$ cat src/rtl/link_pkg.sv
package link_pkg;
  typedef enum logic [1:0] {KIND_DATA = 2'd0, KIND_MODESET = 2'd1} frm_kind_e;
  typedef enum logic [1:0] {RSP_ACK = 2'd0, RSP_UA = 2'd1, RSP_DM = 2'd2} rsp_kind_e;
  typedef enum logic [1:0] {SEQ_OK, SEQ_DUP, SEQ_BAD} seq_res_e;
endpackage

$ cat src/rtl/link_addr_filter.sv
module link_addr_filter #(
  parameter int ADDR_W   = 8,
  parameter int NODE_MIN = 1,
  parameter int NODE_MAX = 249,
  parameter int BCAST    = 255
) (
  input  logic [ADDR_W-1:0] own_addr,
  input  logic [ADDR_W-1:0] dest,
  output logic              hit_uni,
  output logic              hit_bc
);
  logic own_ok;
  always_comb begin
    own_ok  = (int'(own_addr) >= NODE_MIN) && (int'(own_addr) <= NODE_MAX);
    hit_uni = own_ok && (dest == own_addr);
    hit_bc  = own_ok && (int'(dest) == BCAST);
  end
endmodule

$ cat src/rtl/link_seq_judge.sv
module link_seq_judge
  import link_pkg::*;
#(
  parameter int SEQ_W = 3
) (
  input  logic [SEQ_W-1:0] loc_nr,
  input  logic [SEQ_W-1:0] loc_ns,
  input  logic [SEQ_W-1:0] in_nr,
  input  logic [SEQ_W-1:0] in_ns,
  output seq_res_e         res
);
  localparam logic [SEQ_W-1:0] ONE = SEQ_W'(1);
  logic [SEQ_W-1:0] nr_prev, ns_prev;
  always_comb begin
    nr_prev = loc_nr - ONE;
    ns_prev = loc_ns - ONE;
    if (in_ns == loc_nr && in_nr == loc_ns)        res = SEQ_OK;
    else if (in_ns == nr_prev && in_nr == ns_prev) res = SEQ_DUP;
    else                                           res = SEQ_BAD;
  end
endmodule

$ cat src/rtl/link_rsp_hold.sv
module link_rsp_hold
  import link_pkg::*;
#(
  parameter int SEQ_W = 3
) (
  input  logic             clk,
  input  logic             rst_ni,
  input  logic             load,
  input  logic             resend,
  input  rsp_kind_e        new_kind,
  input  logic [SEQ_W-1:0] new_nr,
  input  logic [SEQ_W-1:0] new_ns,
  input  logic             rsp_ready,
  output logic             rsp_valid,
  output rsp_kind_e        rsp_kind,
  output logic [SEQ_W-1:0] rsp_nr,
  output logic [SEQ_W-1:0] rsp_ns
);
  logic             v_q, v_d;
  rsp_kind_e        k_q, k_d, lk_q, lk_d;
  logic [SEQ_W-1:0] nr_q, nr_d, ns_q, ns_d, lnr_q, lnr_d, lns_q, lns_d;

  always_comb begin
    v_d = v_q; k_d = k_q; nr_d = nr_q; ns_d = ns_q;
    lk_d = lk_q; lnr_d = lnr_q; lns_d = lns_q;
    if (v_q && rsp_ready) v_d = 1'b0;
    if (load) begin
      v_d = 1'b1; k_d = new_kind; nr_d = new_nr; ns_d = new_ns;
      lk_d = new_kind; lnr_d = new_nr; lns_d = new_ns;
    end else if (resend) begin
      v_d = 1'b1; k_d = lk_q; nr_d = lnr_q; ns_d = lns_q;
    end
  end

  always_ff @(posedge clk or negedge rst_ni) begin
    if (!rst_ni) begin
      v_q <= 1'b0; k_q <= RSP_DM; nr_q <= '0; ns_q <= '0;
      lk_q <= RSP_DM; lnr_q <= '0; lns_q <= '0;
    end else begin
      v_q <= v_d; k_q <= k_d; nr_q <= nr_d; ns_q <= ns_d;
      lk_q <= lk_d; lnr_q <= lnr_d; lns_q <= lns_d;
    end
  end

  assign rsp_valid = v_q;
  assign rsp_kind  = k_q;
  assign rsp_nr    = nr_q;
  assign rsp_ns    = ns_q;
endmodule

$ cat src/rtl/link_slave_ctrl.sv
module link_slave_ctrl
  import link_pkg::*;
#(
  parameter int ADDR_W   = 8,
  parameter int SEQ_W    = 3,
  parameter int NODE_MIN = 1,
  parameter int NODE_MAX = 249,
  parameter int BCAST    = 255
) (
  input  logic              clk,
  input  logic              rst_n,
  input  logic [ADDR_W-1:0] own_addr,
  input  logic              frm_valid,
  output logic              frm_ready,
  input  logic [ADDR_W-1:0] frm_dest,
  input  logic [1:0]        frm_kind,
  input  logic [SEQ_W-1:0]  frm_nr,
  input  logic [SEQ_W-1:0]  frm_ns,
  output logic              rsp_valid,
  input  logic              rsp_ready,
  output logic [1:0]        rsp_kind,
  output logic [SEQ_W-1:0]  rsp_nr,
  output logic [SEQ_W-1:0]  rsp_ns,
  output logic              mode_nrm,
  output logic [SEQ_W-1:0]  seq_nr,
  output logic [SEQ_W-1:0]  seq_ns,
  output logic              pay_accept,
  output logic              err_recov,
  output logic              err_fatal
);
  localparam logic [SEQ_W-1:0] ONE = SEQ_W'(1);

  // reset: asserted asynchronously, released on the clock
  logic [1:0] rst_sync_q;
  logic       rst_i;
  always_ff @(posedge clk or negedge rst_n) begin
    if (!rst_n) rst_sync_q <= 2'b00;
    else        rst_sync_q <= {rst_sync_q[0], 1'b1};
  end
  assign rst_i = rst_sync_q[1];

  logic       hit_uni, hit_bc;
  seq_res_e   seq_res;
  logic       take;
  logic       mode_q, mode_d;
  logic [SEQ_W-1:0] nr_q, nr_d, ns_q, ns_d;
  logic       pay_q, pay_d, rec_q, rec_d, fat_q, fat_d;
  logic       ld, rs;
  rsp_kind_e  ld_kind, rsp_kind_w;
  logic [SEQ_W-1:0] ld_nr, ld_ns;

  link_addr_filter #(.ADDR_W(ADDR_W), .NODE_MIN(NODE_MIN), .NODE_MAX(NODE_MAX), .BCAST(BCAST))
    u_filt (.own_addr(own_addr), .dest(frm_dest), .hit_uni(hit_uni), .hit_bc(hit_bc));

  link_seq_judge #(.SEQ_W(SEQ_W))
    u_judge (.loc_nr(nr_q), .loc_ns(ns_q), .in_nr(frm_nr), .in_ns(frm_ns), .res(seq_res));

  assign take = frm_valid && frm_ready;

  always_comb begin
    mode_d = mode_q; nr_d = nr_q; ns_d = ns_q;
    pay_d = 1'b0; rec_d = 1'b0; fat_d = 1'b0;
    ld = 1'b0; rs = 1'b0; ld_kind = RSP_DM; ld_nr = '0; ld_ns = '0;
    if (take && (hit_uni || hit_bc)) begin
      if (frm_kind == KIND_MODESET) begin
        mode_d = 1'b1; nr_d = '0; ns_d = '0;
        if (hit_uni) begin ld = 1'b1; ld_kind = RSP_UA; end
      end else if (frm_kind == KIND_DATA && mode_q) begin
        if (hit_bc) pay_d = 1'b1;
        else begin
          unique case (seq_res)
            SEQ_OK: begin
              pay_d = 1'b1; nr_d = nr_q + ONE; ns_d = ns_q + ONE;
              ld = 1'b1; ld_kind = RSP_ACK; ld_nr = nr_q + ONE; ld_ns = ns_q;
            end
            SEQ_DUP: begin rec_d = 1'b1; rs = 1'b1; end
            default: begin fat_d = 1'b1; mode_d = 1'b0; ld = 1'b1; ld_kind = RSP_DM; end
          endcase
        end
      end
    end
  end

  always_ff @(posedge clk or negedge rst_i) begin
    if (!rst_i) begin
      mode_q <= 1'b0; nr_q <= '0; ns_q <= '0;
      pay_q <= 1'b0; rec_q <= 1'b0; fat_q <= 1'b0;
    end else begin
      mode_q <= mode_d; nr_q <= nr_d; ns_q <= ns_d;
      pay_q <= pay_d; rec_q <= rec_d; fat_q <= fat_d;
    end
  end

  link_rsp_hold #(.SEQ_W(SEQ_W)) u_rsp (
    .clk(clk), .rst_ni(rst_i), .load(ld), .resend(rs),
    .new_kind(ld_kind), .new_nr(ld_nr), .new_ns(ld_ns),
    .rsp_ready(rsp_ready), .rsp_valid(rsp_valid), .rsp_kind(rsp_kind_w),
    .rsp_nr(rsp_nr), .rsp_ns(rsp_ns));

  assign rsp_kind   = rsp_kind_w;
  assign frm_ready  = !rsp_valid;
  assign mode_nrm   = mode_q;
  assign seq_nr     = nr_q;
  assign seq_ns     = ns_q;
  assign pay_accept = pay_q;
  assign err_recov  = rec_q;
  assign err_fatal  = fat_q;
endmodule

$ cat config.mk
export PLATFORM = sky130hd
export DESIGN_NAME = link_slave_ctrl
export DESIGN_NICKNAME = d
export VERILOG_FILES = /design/src/rtl/link_pkg.sv /design/src/rtl/link_addr_filter.sv /design/src/rtl/link_seq_judge.sv /design/src/rtl/link_rsp_hold.sv /design/src/rtl/link_slave_ctrl.sv
export SDC_FILE = /design/constraint.sdc
export NUM_CORES = 1
export LEC_CHECK = 0
export BUFFER_PORTS_ARGS = -buffer_cell sky130_fd_sc_hd__clkbuf_2
export CAP_MARGIN = 20
export CORE_MARGIN = 5
export CORE_UTILIZATION = 45
export CTS_BUF_LIST = sky130_fd_sc_hd__clkbuf_4 sky130_fd_sc_hd__clkbuf_8
export DETAILED_ROUTE_END_ITERATION = 12
export GPL_ROUTABILITY_DRIVEN = 1
export PLACE_DENSITY = 0.81
export RECOVER_POWER = 50
export SYNTH_ARGS = -nofsm -noshare
export SYNTH_HDL_FRONTEND = slang
export SYNTH_HIERARCHICAL = 1
export SYNTH_SLANG_ARGS = --single-unit
$ cat constraint.sdc
create_clock -name clk -period 2 [get_ports clk]
set_clock_uncertainty 0.2 [all_clocks]
set_input_delay 0.1 -clock clk [delete_from_list [all_inputs] [get_ports clk]]
set_output_delay 0.1 -clock clk [all_outputs]
set_load 0.1 [all_outputs]
==> metrics.md <==
| Metric | Value |
|---|---|
| Status | finished, violations left |
| Failing checks | negative setup slack |
| Final antenna-violating net count | 0 |
| Final GP Congestion | 0.828 |
| Leak pwr | 1.28 nW |
| Top FF cell, synth | dfrtp_1 |
| Sink Count | 29 |
| # nets final | 320 |
| Cell Chain, Critical Path | inv_4 > ha_4 > xor2_1 > nand4_1 > nor3_4 > a41oi_2 > or4b_4 > nor4_4 > nor2b_1 > nand2_1 > o21ai_1 |
| Clk network pwr share | 39.5% |
| Final setup vio count | 27 |
| Worst flop-to-flop path startpoint | seq_ns[1]$_DFFE_PN0P_ |
| Initial detailed-routing violation count | 138 |
| Clock latency on the worst-skew pair | 290 ps |
| Dpl hpwl | 3570 um |
| Vias post-DR | 1833 |
| WHS Path Cells | 4 |
| Max Cap Violations | 0 |
| Final setup margin | -902 ps |
| Setup crit start kind | register |
| Post-Syn Nets | 211 |
| Yosys warnings | 6 |
| All-Layer GR Usage | 22.0% |
| Hold_sp | frm_kind[1] |
| Pwr Total | 1.37 mW |
| Port bufs | 47 |
| Residual DRC | 0 |
| Die area | 5200 um2 |
| Top achievable clock speed | 345 MHz |
| Netlist cell types | 46 |
| Fin crit period | 2900 ps |
| Synth Cell Area | 1740 um2 |
| # IOs | 48 |
| Largest net degree at the start of global routing | 28 |
| Cell accounting for the most synthesized area | dfrtp_1 |
| HP Class | in -> reg |
| Fin crit share | 145% |
| Final WL | 5720 um |
| Internal cell power | 1.01 mW |
| CP Capture Type | register |
| Vias per inst | 5.44 |
| Die extent in y | 72.1 um |
| Post-synthesis average cell area | 9.70 um2 |
| Cells taking the most area after synthesis | dfrtp_1 39%, o21ai_0 6.9%, xnor2_1 6.1% |
| Reg2Reg Depth | 11 |
| Final hold viol count | 0 |
| Hold Path End | mode_nrm$_DFFE_PN0P_ |
| Peak supply drop | 335 uV |
| Max Slew Vio Count | 0 |
| Critical Path RT | 2000 ps |
| Area delta synth->final | 60.7% |
| GRT overflow | 0 |
| Slowest cell delay on critical path | 540 ps |
| Net Sw Frac | 26.2% |
| First-pass GRT wire length | 8770 um |
| DR pass1 iterations | 4 |
| Pwr dens | 492 nW/um2 |
| Fraction of layout cells with a size suffix above 1 | 52.2% |
| Slowest CP cell | or4b_4 |
| # diodes | 0 |
| Max-Slew Margin vs Limit | 54.7% |
| Core Rows | 22 |
| Initial antenna violation count | 0 |
| CORE AREA | 3690 um2 |
| Sequential share of power | 44.2% |
| Flop-to-flop setup slack | -900 ps |
| Worst hold margin | 41.1 ps |
| Register area share after synthesis | 41.9% |
| CTS tree | done |
| RSZ-0062 raised after global routing | yes |
| Share of the synthesized area in the top cell type | 38.9% |
| Crit path max fanout | 7 |
| Comb power frac | 16.2% |
| R2r endpoint | u_rsp/lnr_q[0]$_DFFE_PN0P_ |
| Final cell count without fillers | 337 |
| Placed cells | 314 |
| Starting Density | 47.1% |
| CTS Buf Count | 5 |
| Net Sw Power | 0.360 mW |
| EDFF count, synth | 0 |
| Worst Tran Pin Value | 680 ps |
| Die W | 72.1 um |
| Vias in the first global route | 1878 |
| Worst slack, placed | -888 ps |
| Max clock buf depth | 2 |
| Root buffer cell | clkbuf_8 |
| Clock-pin slew on the worst setup and hold paths | 60 ps |
| CTS H-tree depth | 2 |
| DR WL/cell | 17.0 um |
| Post-Syn Instances | 179 |
| Synth async-reset ratio | 100% |
| Crit Path Category | reg -> reg |
| CP arrival | 2900 ps |
| Synth Register Bits | 29 |
## power by group through the flow
stage	clock (mW)	sequential (mW)	combinational, mW
floorplan	0	0.649	0.0675
global placement	0	0.616	0.188
detailed placement	0	0.618	0.195
CTS	0.544	0.607	0.215
global route	0.570	0.608	0.238
finish	0.543	0.607	0.223
## placed cells by master (no fill, tap or decap), types with 6 or more instances in the layout
| cell | count |
|---|---|
| xor2_1 | 7 |
| nand2_1 | 12 |
| buf_4 | 44 |
| dfrtp_1 | 21 |
| xnor2_1 | 12 |
| mux2i_1 | 8 |
| clkbuf_2 | 48 |
| nand4_1 | 6 |
| buf_6 | 9 |
| o21ai_1 | 18 |
| inv_1 | 13 |
| clkbuf_8 | 7 |
## through the flow
stage	TNS, ps	instance area [um2]	utilization [%]
5_1_grt	-22350	2790	75.6
6_report	-19810	2790	75.6
4_1_cts	-18700	2710	73.4
3_3_place_gp	-17830	2400	65.1
2_1_floorplan	-20930	1810	-
3_5_place_dp	-19540	2400	65.1
## sequential cells by signal, indices dropped and copies added (netlist names), 2 cells and up
| register | flops |
|---|---|
| u_rsp/rsp_kind | 2 |
| u_rsp/rsp_nr | 3 |
| u_rsp/rsp_ns | 3 |
| u_rsp/lk_q | 2 |
| seq_ns | 3 |
| rst_sync_q | 2 |
| u_rsp/lnr_q | 3 |
| seq_nr | 3 |
| u_rsp/lns_q | 3 |
## worst max-delay path by stage
stage                           from                           to  slack [ps]  cells past startpoint
4_1_cts        seq_ns[1]$_DFFE_PN0P_  u_rsp/rsp_ns[2]$_DFFE_PN0P_        -840                     11
3_5_place_dp   seq_ns[1]$_DFFE_PN0P_  u_rsp/rsp_ns[2]$_DFFE_PN0P_        -890                     11
6_report       seq_ns[1]$_DFFE_PN0P_   u_rsp/lnr_q[0]$_DFFE_PN0P_        -900                     11
3_3_place_gp   seq_ns[1]$_DFFE_PN0P_  u_rsp/rsp_ns[0]$_DFFE_PN0P_        -820                     11
2_1_floorplan  seq_ns[0]$_DFFE_PN0P_  u_rsp/rsp_nr[0]$_DFFE_PN0P_       -1010                     11
5_1_grt        seq_ns[1]$_DFFE_PN0P_   u_rsp/lnr_q[0]$_DFFE_PN0P_       -1010                     11
## per-layer routing
layer	vias up	routed length, um	track usage, %
met4	0	141	8.77
li1	858	-	-
met2	69	3050	39.6
met5	-	0	0
met1	891	2220	24.7
met3	15	312	5.26
## final cells by class
type	count	area, um2
multi-input cells	129	1080
fillers	270	898
flip-flops and latches	29	746
repair buffers	106	732
clock buffers	7	96.3
inverters	17	68.8
well taps	48	60.1
clock inverters	1	5.00
## critical path: cells and delay by family, from the launching register on
family	cells	cell delay (ps)
buf+inv	1	70
simple gates	6	1510
compound gates	2	190
flops	1	500
xor+xnor	1	160
fa+ha+maj	1	190
## Yosys cell counts (3+ instances only)
| master | count |
|---|---|
| dfrtp_1 | 27 |
| o21ai_0 | 24 |
| inv_1 | 17 |
| nand2_1 | 12 |
| xnor2_1 | 12 |
| mux2i_1 | 8 |
| nor2_1 | 8 |
| xor2_1 | 7 |
| nand4_1 | 6 |
| and2_1 | 5 |
| ha_1 | 4 |
| nand2b_1 | 4 |
| nor4_1 | 3 |
| o221ai_1 | 3 |
## cell families (layout without fill, tap and decap cells)
kind of cell,count (synthesis),in the layout,share of synthesized area [%]
AOI/OAI and AO/OA,37,37,13.1
buffers and inverters,23,131,6.63
muxes,8,8,4.61
xor gates and xnor gates,19,19,9.58
other,1,1,0.216
DFF,29,29,41.9
and+or+nand+nor,58,60,21.0
adders and majority gates,4,4,2.88
## repair_timing
item / 4_1_cts / 5_1_grt
setup buffers: 6 / 3
hold buffers: 4 / 0
endpoints found under the hold margin: 4 / 0
resized for setup: 22 / 22
endpoints found under the setup margin: 26 / 27
cloned: 3 / 0
pin swaps: 11 / 9
Power figures use the tool's default switching activity.
